[config.mk]
export PLATFORM = sky130hd
export DESIGN_NAME = pwm_sym_timer
export DESIGN_NICKNAME = d
export VERILOG_FILES = /design/src/rtl/pcpwm_pkg.sv /design/src/rtl/pcpwm_prescaler.sv /design/src/rtl/pcpwm_updown.sv /design/src/rtl/pcpwm_wave.sv /design/src/rtl/pwm_sym_timer.sv
export SDC_FILE = /design/constraint.sdc
export NUM_CORES = 1
export LEC_CHECK = 0
export BUFFER_PORTS_ARGS = -buffer_cell sky130_fd_sc_hd__buf_2
export CAP_MARGIN = 10
export CORE_MARGIN = 2
export CORE_UTILIZATION = 60
export DETAILED_ROUTE_END_ITERATION = 10
export PLACE_DENSITY_LB_ADDON = 0.15
export REMOVE_ABC_BUFFERS = 1
export SLEW_MARGIN = 0
export SYNTH_ARGS = -nofsm -noshare
export SYNTH_HDL_FRONTEND = slang
export SYNTH_SLANG_ARGS = --single-unit
[constraint.sdc]
create_clock -name clk -period 8.25 [get_ports clk]
set_input_delay 2.0625 -clock clk [delete_from_list [all_inputs] [get_ports clk]]
set_output_delay 2.0625 -clock clk [all_outputs]
set_load 0.01 [all_outputs]
[src/rtl/pcpwm_pkg.sv]
// Shared constants and helpers for the symmetric PWM timer.
// Assumes selection codes 1..5 map to the five divide ratios, all others stop.
package pcpwm_pkg;
    localparam int PS_W = 10;

    typedef enum logic [2:0] {
        SEL_STOP   = 3'd0,
        SEL_DIV1   = 3'd1,
        SEL_DIV8   = 3'd2,
        SEL_DIV64  = 3'd3,
        SEL_DIV256 = 3'd4,
        SEL_DIV1K  = 3'd5
    } div_sel_e;

    // Divide ratio for a selection code, 0 meaning stopped.
    function automatic logic [PS_W:0] div_ratio(input logic [2:0] s);
        case (s)
            SEL_DIV1:   div_ratio = (PS_W+1)'(1);
            SEL_DIV8:   div_ratio = (PS_W+1)'(8);
            SEL_DIV64:  div_ratio = (PS_W+1)'(64);
            SEL_DIV256: div_ratio = (PS_W+1)'(256);
            SEL_DIV1K:  div_ratio = (PS_W+1)'(1024);
            default:    div_ratio = '0;
        endcase
    endfunction
endpackage

[src/rtl/pcpwm_prescaler.sv]
// Count-enable generator. It pulses tick once every N cycles for the selected ratio.
// Assumes sel is synchronous to clk. Any change of sel restarts the divide count.
module pcpwm_prescaler
    import pcpwm_pkg::*;
(
    input  logic       clk,
    input  logic       rst_n,
    input  logic [2:0] sel,
    output logic       tick
);
    logic [2:0]      sel_q;
    logic [PS_W-1:0] div_cnt;
    logic [PS_W:0]   ratio;
    logic            running;

    // Decode the limit and form the enable pulse.
    always_comb begin
        ratio   = div_ratio(sel);
        running = (ratio != '0) && (sel == sel_q);
        tick    = running && (div_cnt == PS_W'(ratio - 1'b1));
    end

    // Track the selection and advance or restart the divide count.
    always_ff @(posedge clk) begin
        if (!rst_n) begin
            sel_q   <= SEL_STOP;
            div_cnt <= '0;
        end else begin
            sel_q <= sel;
            if (!running || tick)
                div_cnt <= '0;
            else
                div_cnt <= div_cnt + 1'b1;
        end
    end
endmodule

[src/rtl/pcpwm_updown.sv]
// Up/down counter. It climbs to the all-ones value, then falls to zero, one step per tick.
// Assumes tick is a single-cycle enable. It flags the steps that reach each turning point.
module pcpwm_updown #(
    parameter int W = 8
) (
    input  logic         clk,
    input  logic         rst_n,
    input  logic         tick,
    output logic [W-1:0] cnt,
    output logic [W-1:0] nxt,
    output logic         step_up,
    output logic         at_top,
    output logic         at_bottom
);
    localparam logic [W-1:0] TOP = '1;

    logic up_q;

    // Next count and turning-point detection for the pending step.
    always_comb begin
        step_up   = up_q;
        nxt       = up_q ? cnt + 1'b1 : cnt - 1'b1;
        at_top    = tick && up_q && (nxt == TOP);
        at_bottom = tick && !up_q && (nxt == '0);
    end

    // Step the count and reverse direction at the extremes.
    always_ff @(posedge clk) begin
        if (!rst_n) begin
            cnt  <= '0;
            up_q <= 1'b1;
        end else if (tick) begin
            cnt <= nxt;
            if (at_top)
                up_q <= 1'b0;
            else if (at_bottom)
                up_q <= 1'b1;
        end
    end
endmodule

[src/rtl/pcpwm_wave.sv]
// Compare buffering and output level. The holding value loads at the top.
// The level follows rising/falling matches, with both constant extremes forced,
// and takes the rising-match level at the top.
module pcpwm_wave #(
    parameter int W = 8
) (
    input  logic         clk,
    input  logic         rst_n,
    input  logic         tick,
    input  logic         step_up,
    input  logic [W-1:0] nxt,
    input  logic         at_top,
    input  logic         cmp_wr,
    input  logic [W-1:0] cmp_wdata,
    input  logic         invert,
    output logic         wave,
    output logic [W-1:0] ocr_active
);
    localparam logic [W-1:0] TOP = '1;

    logic [W-1:0] hold_q;
    logic [W-1:0] ocr_eff;
    logic         lvl_q;
    logic         lvl_d;

    // Compare value in force for this step, and the resulting level.
    always_comb begin
        ocr_eff = at_top ? hold_q : ocr_active;
        lvl_d   = lvl_q;
        if (tick) begin
            if (ocr_eff == '0)
                lvl_d = 1'b0;
            else if (ocr_eff == TOP)
                lvl_d = 1'b1;
            else if (nxt == TOP)
                lvl_d = 1'b0;
            else if (nxt == ocr_eff)
                lvl_d = !step_up;
        end
    end

    // Holding register, active compare register and level register.
    always_ff @(posedge clk) begin
        if (!rst_n) begin
            hold_q     <= '0;
            ocr_active <= '0;
            lvl_q      <= 1'b0;
        end else begin
            if (cmp_wr)
                hold_q <= cmp_wdata;
            ocr_active <= ocr_eff;
            lvl_q      <= lvl_d;
        end
    end

    // Pin polarity.
    always_comb wave = lvl_q ^ invert;
endmodule

[src/rtl/pwm_sym_timer.sv]
// Top of the symmetric PWM timer. It ties the divider, the up/down counter and the
// wave logic together and holds the sticky BOTTOM flag. Everything runs on clk.
module pwm_sym_timer #(
    parameter int CNT_W = 8
) (
    input  logic             clk,
    input  logic             rst_n,
    input  logic [2:0]       presc_sel,
    input  logic             invert,
    input  logic             cmp_wr,
    input  logic [CNT_W-1:0] cmp_wdata,
    input  logic             flag_clr,
    output logic [CNT_W-1:0] count_o,
    output logic             wave_o,
    output logic             ovf_o
);
    logic             tick;
    logic [CNT_W-1:0] nxt;
    logic             step_up;
    logic             at_top;
    logic             at_bottom;
    logic [CNT_W-1:0] ocr_active;

    pcpwm_prescaler u_div (
        .clk   (clk),
        .rst_n (rst_n),
        .sel   (presc_sel),
        .tick  (tick)
    );

    pcpwm_updown #(.W(CNT_W)) u_ctr (
        .clk       (clk),
        .rst_n     (rst_n),
        .tick      (tick),
        .cnt       (count_o),
        .nxt       (nxt),
        .step_up   (step_up),
        .at_top    (at_top),
        .at_bottom (at_bottom)
    );

    pcpwm_wave #(.W(CNT_W)) u_wave (
        .clk        (clk),
        .rst_n      (rst_n),
        .tick       (tick),
        .step_up    (step_up),
        .nxt        (nxt),
        .at_top     (at_top),
        .cmp_wr     (cmp_wr),
        .cmp_wdata  (cmp_wdata),
        .invert     (invert),
        .wave       (wave_o),
        .ocr_active (ocr_active)
    );

    // Sticky flag: set on reaching BOTTOM, cleared by pulse, set has priority.
    always_ff @(posedge clk) begin
        if (!rst_n)
            ovf_o <= 1'b0;
        else if (at_bottom)
            ovf_o <= 1'b1;
        else if (flag_clr)
            ovf_o <= 1'b0;
    end
endmodule

After elaboration in Yosys (flattened, before gate mapping)
Cells that the tools add are included.
{"block": "totals", "reg_bits": 40, "latch_bits": 0, "ramBits": 0, "romBits": 0, "inputBits": 16, "out_inout_bits": 10, "word_cells": 53, "memories": 0}
{"block": "op_classes", "addsub": 4, "n_mul": 0, "div_mod_pow": 0, "order_cmp": 0, "n_eq_ne": 10, "shifts": 0, "n_mux": 11, "bitwise_logic": 2, "reduce_logical": 18}
{"cell": "11-bit case mux with 5 select lines", "count": 1}
{"cell": "8-bit == test (second input constant)", "count": 2}
{"cell": "8-bit zero test", "count": 2}
{"cell": "8-bit 2-to-1 mux", "count": 2}
{"cell": "11-bit nonzero test", "count": 1}
{"cell": "10-bit by 1-bit adder with 10-bit output (second input constant)", "count": 1}
{"cell": "10-bit == test", "count": 1}
{"cell": "10-bit by 1-bit subtractor with 10-bit output (second input constant)", "count": 1}
{"cell": "8-bit by 1-bit adder with 8-bit output (second input constant)", "count": 1}
{"cell": "8-bit == test", "count": 1}
{"cell": "1-bit 2-to-1 mux", "count": 8}
{"cell": "8-bit by 1-bit subtractor with 8-bit output (second input constant)", "count": 1}
{"cell": "3-bit by 2-bit == test with 1-bit output (second input constant)", "count": 2}
{"cell": "3-bit == test (second input constant)", "count": 2}
{"cell": "1-bit logical AND", "count": 6}
{"cell": "2-bit AND reduction", "count": 2}
{"cell": "2-bit nonzero test", "count": 2}
{"cell": "4-bit nonzero test", "count": 1}
{"cell": "3-bit by 1-bit == test with 1-bit output (second input constant)", "count": 1}
{"cell": "3-bit == test", "count": 1}
{"cell": "1-bit zero test", "count": 2}
{"cell": "2-bit OR reduction", "count": 1}
{"cell": "1-bit logical OR", "count": 1}
{"cell": "1-bit NOT", "count": 1}
{"cell": "1-bit XOR", "count": 1}

Longest topological paths before layout
{"block": "logic_depth", "ltp_word": 13, "ltp_mapped": 15, "ltp_nobuf": 13}

Hierarchy
A second synthesis with hierarchy kept.
{"block": "unflattened", "cells_unflattened": 241, "hier_area_um2": 2433.6}
{"mod": "pcpwm_wave", "instances": 1, "cells_per_inst": 85, "area_per_inst_um2": 872.1, "seq_area_each_um2": 340.3}
{"mod": "pcpwm_prescaler", "instances": 1, "cells_per_inst": 82, "area_per_inst_um2": 838.3, "seq_area_each_um2": 260.2}
{"mod": "pcpwm_updown", "instances": 1, "cells_per_inst": 71, "area_per_inst_um2": 681.9, "seq_area_each_um2": 180.2}
{"mod": "pwm_sym_timer", "instances": 1, "cells_per_inst": 3, "area_per_inst_um2": 41.3, "seq_area_each_um2": 20.0}

Least setup slack after synthesis
No wires, ideal clock.
{"block": "synth_timing", "path_kind": "input -> register", "from": "input port presc_sel[2]", "to": "register u_wave.lvl_q", "setup_time_ps": 120, "t_arrival_ps": 5345, "t_required_ps": 8130, "path_slack_ps": 2785, "stages": 13, "n_path_buf": 2, "path_cell_list": "clkbuf_1 > or3b_2 > ha_1 > ha_1 > xnor2_1 > a211oi_1 > nand4_2 > nor4_4 > buf_4 > mux2i_1 > o211ai_1 > o311a_1 > o31a_1"}
{"block": "synth_between", "elab_chain_cells": 11, "elab_cells_between_ends": 22, "classes_between": "add/sub: 1; eq/ne: 9; mux: 4; reduce/logical: 8"}
{"element": "start: declaration", "line": "pwm_sym_timer.sv:8", "rtl": "input logic [2:0] presc_sel,"}
{"element": "3-bit == test, or another cell as far along", "line": "pcpwm_pkg.sv:17", "rtl": "case (s)"}
{"element": "11-bit case mux with 5 select lines", "line": "pcpwm_pkg.sv:17"}
{"element": "10-bit by 1-bit subtractor with 10-bit output / 11-bit nonzero test (equally long branches)", "line": "pcpwm_prescaler.sv:20, pcpwm_prescaler.sv:19"}
{"element": "10-bit == test / 1-bit logical AND (equally long branches)", "line": "pcpwm_prescaler.sv:20, pcpwm_prescaler.sv:19"}
{"element": "1-bit logical AND (*)", "line": "pcpwm_prescaler.sv:20", "rtl": "tick = running && (div_cnt == PS_W'(ratio - 1'b1));"}
{"element": "1-bit logical AND (2 in series)", "line": "pcpwm_updown.sv:23", "rtl": "at_top = tick && up_q && (nxt == TOP);"}
{"element": "8-bit 2-to-1 mux", "line": "pcpwm_wave.sv:28", "rtl": "ocr_eff = at_top ? hold_q : ocr_active;"}
{"element": "8-bit == test, or another cell as far along", "line": "pcpwm_wave.sv:37", "rtl": "else if (nxt == ocr_eff)"}
{"element": "4-bit nonzero test (no line) / 1-bit 2-to-1 mux (equally long branches)"}
{"element": "2-bit AND reduction (no line) / 1-bit 2-to-1 mux (equally long branches)"}
{"element": "end signal: assignment", "line": "pcpwm_wave.sv:52", "rtl": "lvl_q <= lvl_d;"}
{"element": "end: declaration", "line": "pcpwm_wave.sv:23", "rtl": "logic lvl_q;"}
Mark *: on every way between the ends. The rest lies on a longest branch, timed or not.
A chain may end at the register's enable or synchronous reset.

Worst setup path in the final report
{"block": "layout_timing", "from": "input port presc_sel[1]", "to": "register u_wave.lvl_q"}
Same word-level chain as after synthesis.

==> impl_results.md <==
* Routed Antenna Nets at 0
* Seq pwr share at approximately 52%
* Final core occ at about two thirds
* Flops & latches, synth at 40
* Crit end category: register
* Initial core utilization at between 60% and 70%
* Tcrit/Tclk final at between 70% and 80%
* TritonCTS clock tree: built
* Hold WC Path Type: reg -> reg
* Crit-path max FO at 13
* Postcts setup bufs at 0
* Nets at between 300 and 400
* Fin area at 2730 um^2
* Endpoints failing hold at 0
* Comb pwr share at 6.0%
* Peak VDD IR at approximately 130 uV
* # setup viols final at 0
* Kind of critical path: in -> reg
* Via count at just under 2k
* Gr ovfl total at 0
* Die Y at 68.3 um
* Syn Std Cell Area at roughly 2500 um^2
* Crit path DAT at a little over 6 ns
* P per Cell Area at around 140 nW/um^2
* Core area at 4000 um^2
* Final Worst Setup Slack at 2.26 ns
* WL/cell at roughly 14 um
* Clock power frac at about two fifths
* DP Area at roughly 2600 um^2
* Post-DP HPWL at approximately 3600 um
* Syn Inst Count at roughly 280
* Slew headroom at between 30% and 40%
* Min Tclk post-route at 5.99 ns
* Max-cap violations at 0
* CTS buffer count at 5
* Clock Latency Late Sink at roughly 0.29 ns
* RSZ-0062 raised after global routing: false
* Top_reg_cell synth: dfxtp_1
* H-Tree Level Count at 2
* IO Count at 26
* CTS Hold Bufs at 0
* Post-synth EDFFs at 0
* Most frequent cells in the layout: 40 x dfxtp_1, 29 x nor2_1, 25 x buf_2
* Fin. max-slew vios at 0
* Row cnt at 23
* Number of port buffers at 25
* Ys Warns at 0
* Sw Share at about 22%
* 1st-pass router iterations at 4
* Final TNS setup at 0 ns
* Initial antenna violation count at 0
* Diode count at 0
* Largest net degree at the start of global routing at 32
* Most common cell after layout, fill and taps aside: dfxtp_1
* Synthesized area per cell at around 8.8 um^2
* CTS Sinks at 40
* Vias in the first global route at about 1.7k
* Cts repair resizes at 0
* CP startpoint kind: input pin
* Iter 0 DRT Violations at between 100 and 150
* Peak Freq at roughly 170 MHz
* Internal at 0.000297 W
* Longest Clk Path Bufs at 2
* Share of layout cells above drive strength 1 at between 10% and 20%
* Netlist cell types at 53
* Wirelength, routed at 4860 um
* CP Data Required Time at between 8 and 9 ns
* Sw Pwr at ~0.000085 W
* Leak at roughly 1.1 nW
* Worst-margin pin slew at just over 0.9 ns
* Seq/Total Area, Yosys at about 32%
* Post-synth ARST share at 0%
* Vias per cell at ~5.6
* Status: complete, no violations
* Root Driver: clkbuf_8
* Pre-CTS WS at 1.98 ns
* Clock Pin Slew Worst Setup and Hold Paths at 0.08 ns
* Global-route wire length before repair at 8230 um
* GPL Wtd Cong at 0.893
* Die width at between 60 and 70 um
* Die area at approximately 4700 um^2
* Global Route Usage Sum at 23.4%
* Worst Skew at roughly 0.0046 ns
* Drt drc at 0
* Syn-to-layout area delta at 9.94%
==> synth_stat cells, drive strengths merged (2+ instances only) <==
cell type | number | area (um^2)
a211o | 2 | 17.5
nor4 | 5 | 46.3
nand3 | 10 | 50.1
a22oi | 2 | 15.0
nor2 | 29 | 109
xnor2 | 11 | 96.3
buf | 6 | 33.8
clkbuf | 7 | 26.3
o21ai | 7 | 35.0
nor3 | 5 | 25.0
o211ai | 4 | 30.0
nand4 | 8 | 56.3
a211oi | 3 | 32.5
ha | 11 | 138
and3 | 4 | 25.0
nor2b | 24 | 150
nand2 | 10 | 37.5
and2 | 5 | 31.3
nand2b | 5 | 31.3
dfxtp | 40 | 801
or3 | 2 | 12.5
inv | 11 | 41.3
nor3b | 2 | 15.0
mux2i | 23 | 230
a21oi | 9 | 45.0
xor2 | 15 | 139
o22ai | 2 | 12.5
==> cell type report <==
type | count | area [um^2]
multi-input combinational | 217 | 1580
tap | 50 | 62.6
inverter | 11 | 41.3
clock buffer | 5 | 68.8
timing repair buffer | 26 | 133
sequential | 40 | 801
fill | 333 | 1270
clock inverter | 3 | 42.5
==> power by group through the flow <==
stage / Sequential [W] / Clock, W / Combinational, W
2_1_floorplan: 0.000203 / 0 / 0.0000140
3_3_place_gp: 0.000204 / 0 / 0.0000225
3_5_place_dp: 0.000204 / 0 / 0.0000232
4_1_cts: 0.000199 / 0.000162 / 0.0000233
5_1_grt: 0.000200 / 0.000169 / 0.0000259
6_report: 0.000199 / 0.000160 / 0.0000231
==> flip-flops by register name, summed over array words and instances (netlist names) <==
| signal | flops |
|---|---|
| ovf_o | 1 |
| u_ctr.cnt | 8 |
| u_ctr.step_up | 1 |
| u_wave.ocr_active | 8 |
| u_wave.hold_q | 8 |
| u_wave.lvl_q | 1 |
| u_div.div_cnt | 10 |
| u_div.sel_q | 3 |
==> per-layer routing <==
layer  up-vias  wire, um  GRT usage (%)
met3         5       177           4.28
met4         0        62           7.75
met2        37      2160           35.0
li1       1023         -              -
met1       900      2460           33.8
met5         -         0              0
==> kinds of logic after synthesis <==
family,count (synthesis),synth area share [%]
adders and majority gates,12,6.36
DFF,40,32.3
xor gates and xnor gates,27,10.4
AOI/OAI and AO/OA,42,12.6
buffers and inverters,24,4.09
and+or+nand+nor,113,25.0
muxes,23,9.28
==> stage by stage <==
step                      cells  total power [W]  hold slack, ns
after floorplan             268         0.000217           0.425
after global placement      344         0.000226           0.439
after detailed placement    344         0.000227           0.458
after CTS                   352         0.000385           0.476
after global routing        352         0.000395           0.493
final                       352         0.000382           0.469
==> worst max-delay path, stage by stage <==
cell and delay [ns]:
buf_2 0.17, or3b_2 0.47, ha_1 0.26, ha_1 0.32, xnor2_1 0.13, a211oi_1 0.28, nand4_2 0.46, nor4_4 0.95
mux2i_1 0.35, xnor2_1 0.12, o311a_1 0.33, o31a_1 0.27
==> final timing paths <==
kind | from | end | slack [ns] | depth (start not counted)
worst min-delay path | u_div.div_cnt[0] | u_div.div_cnt[0] | 0.47 | 1
worst min register to register | u_div.div_cnt[0] | u_div.div_cnt[0] | 0.47 | 1
worst max register to register | u_ctr.step_up | u_wave.lvl_q | 3.97 | 11
worst max-delay path | presc_sel[1] | u_wave.lvl_q | 2.26 | 12
Power figures use the tool's default switching activity.
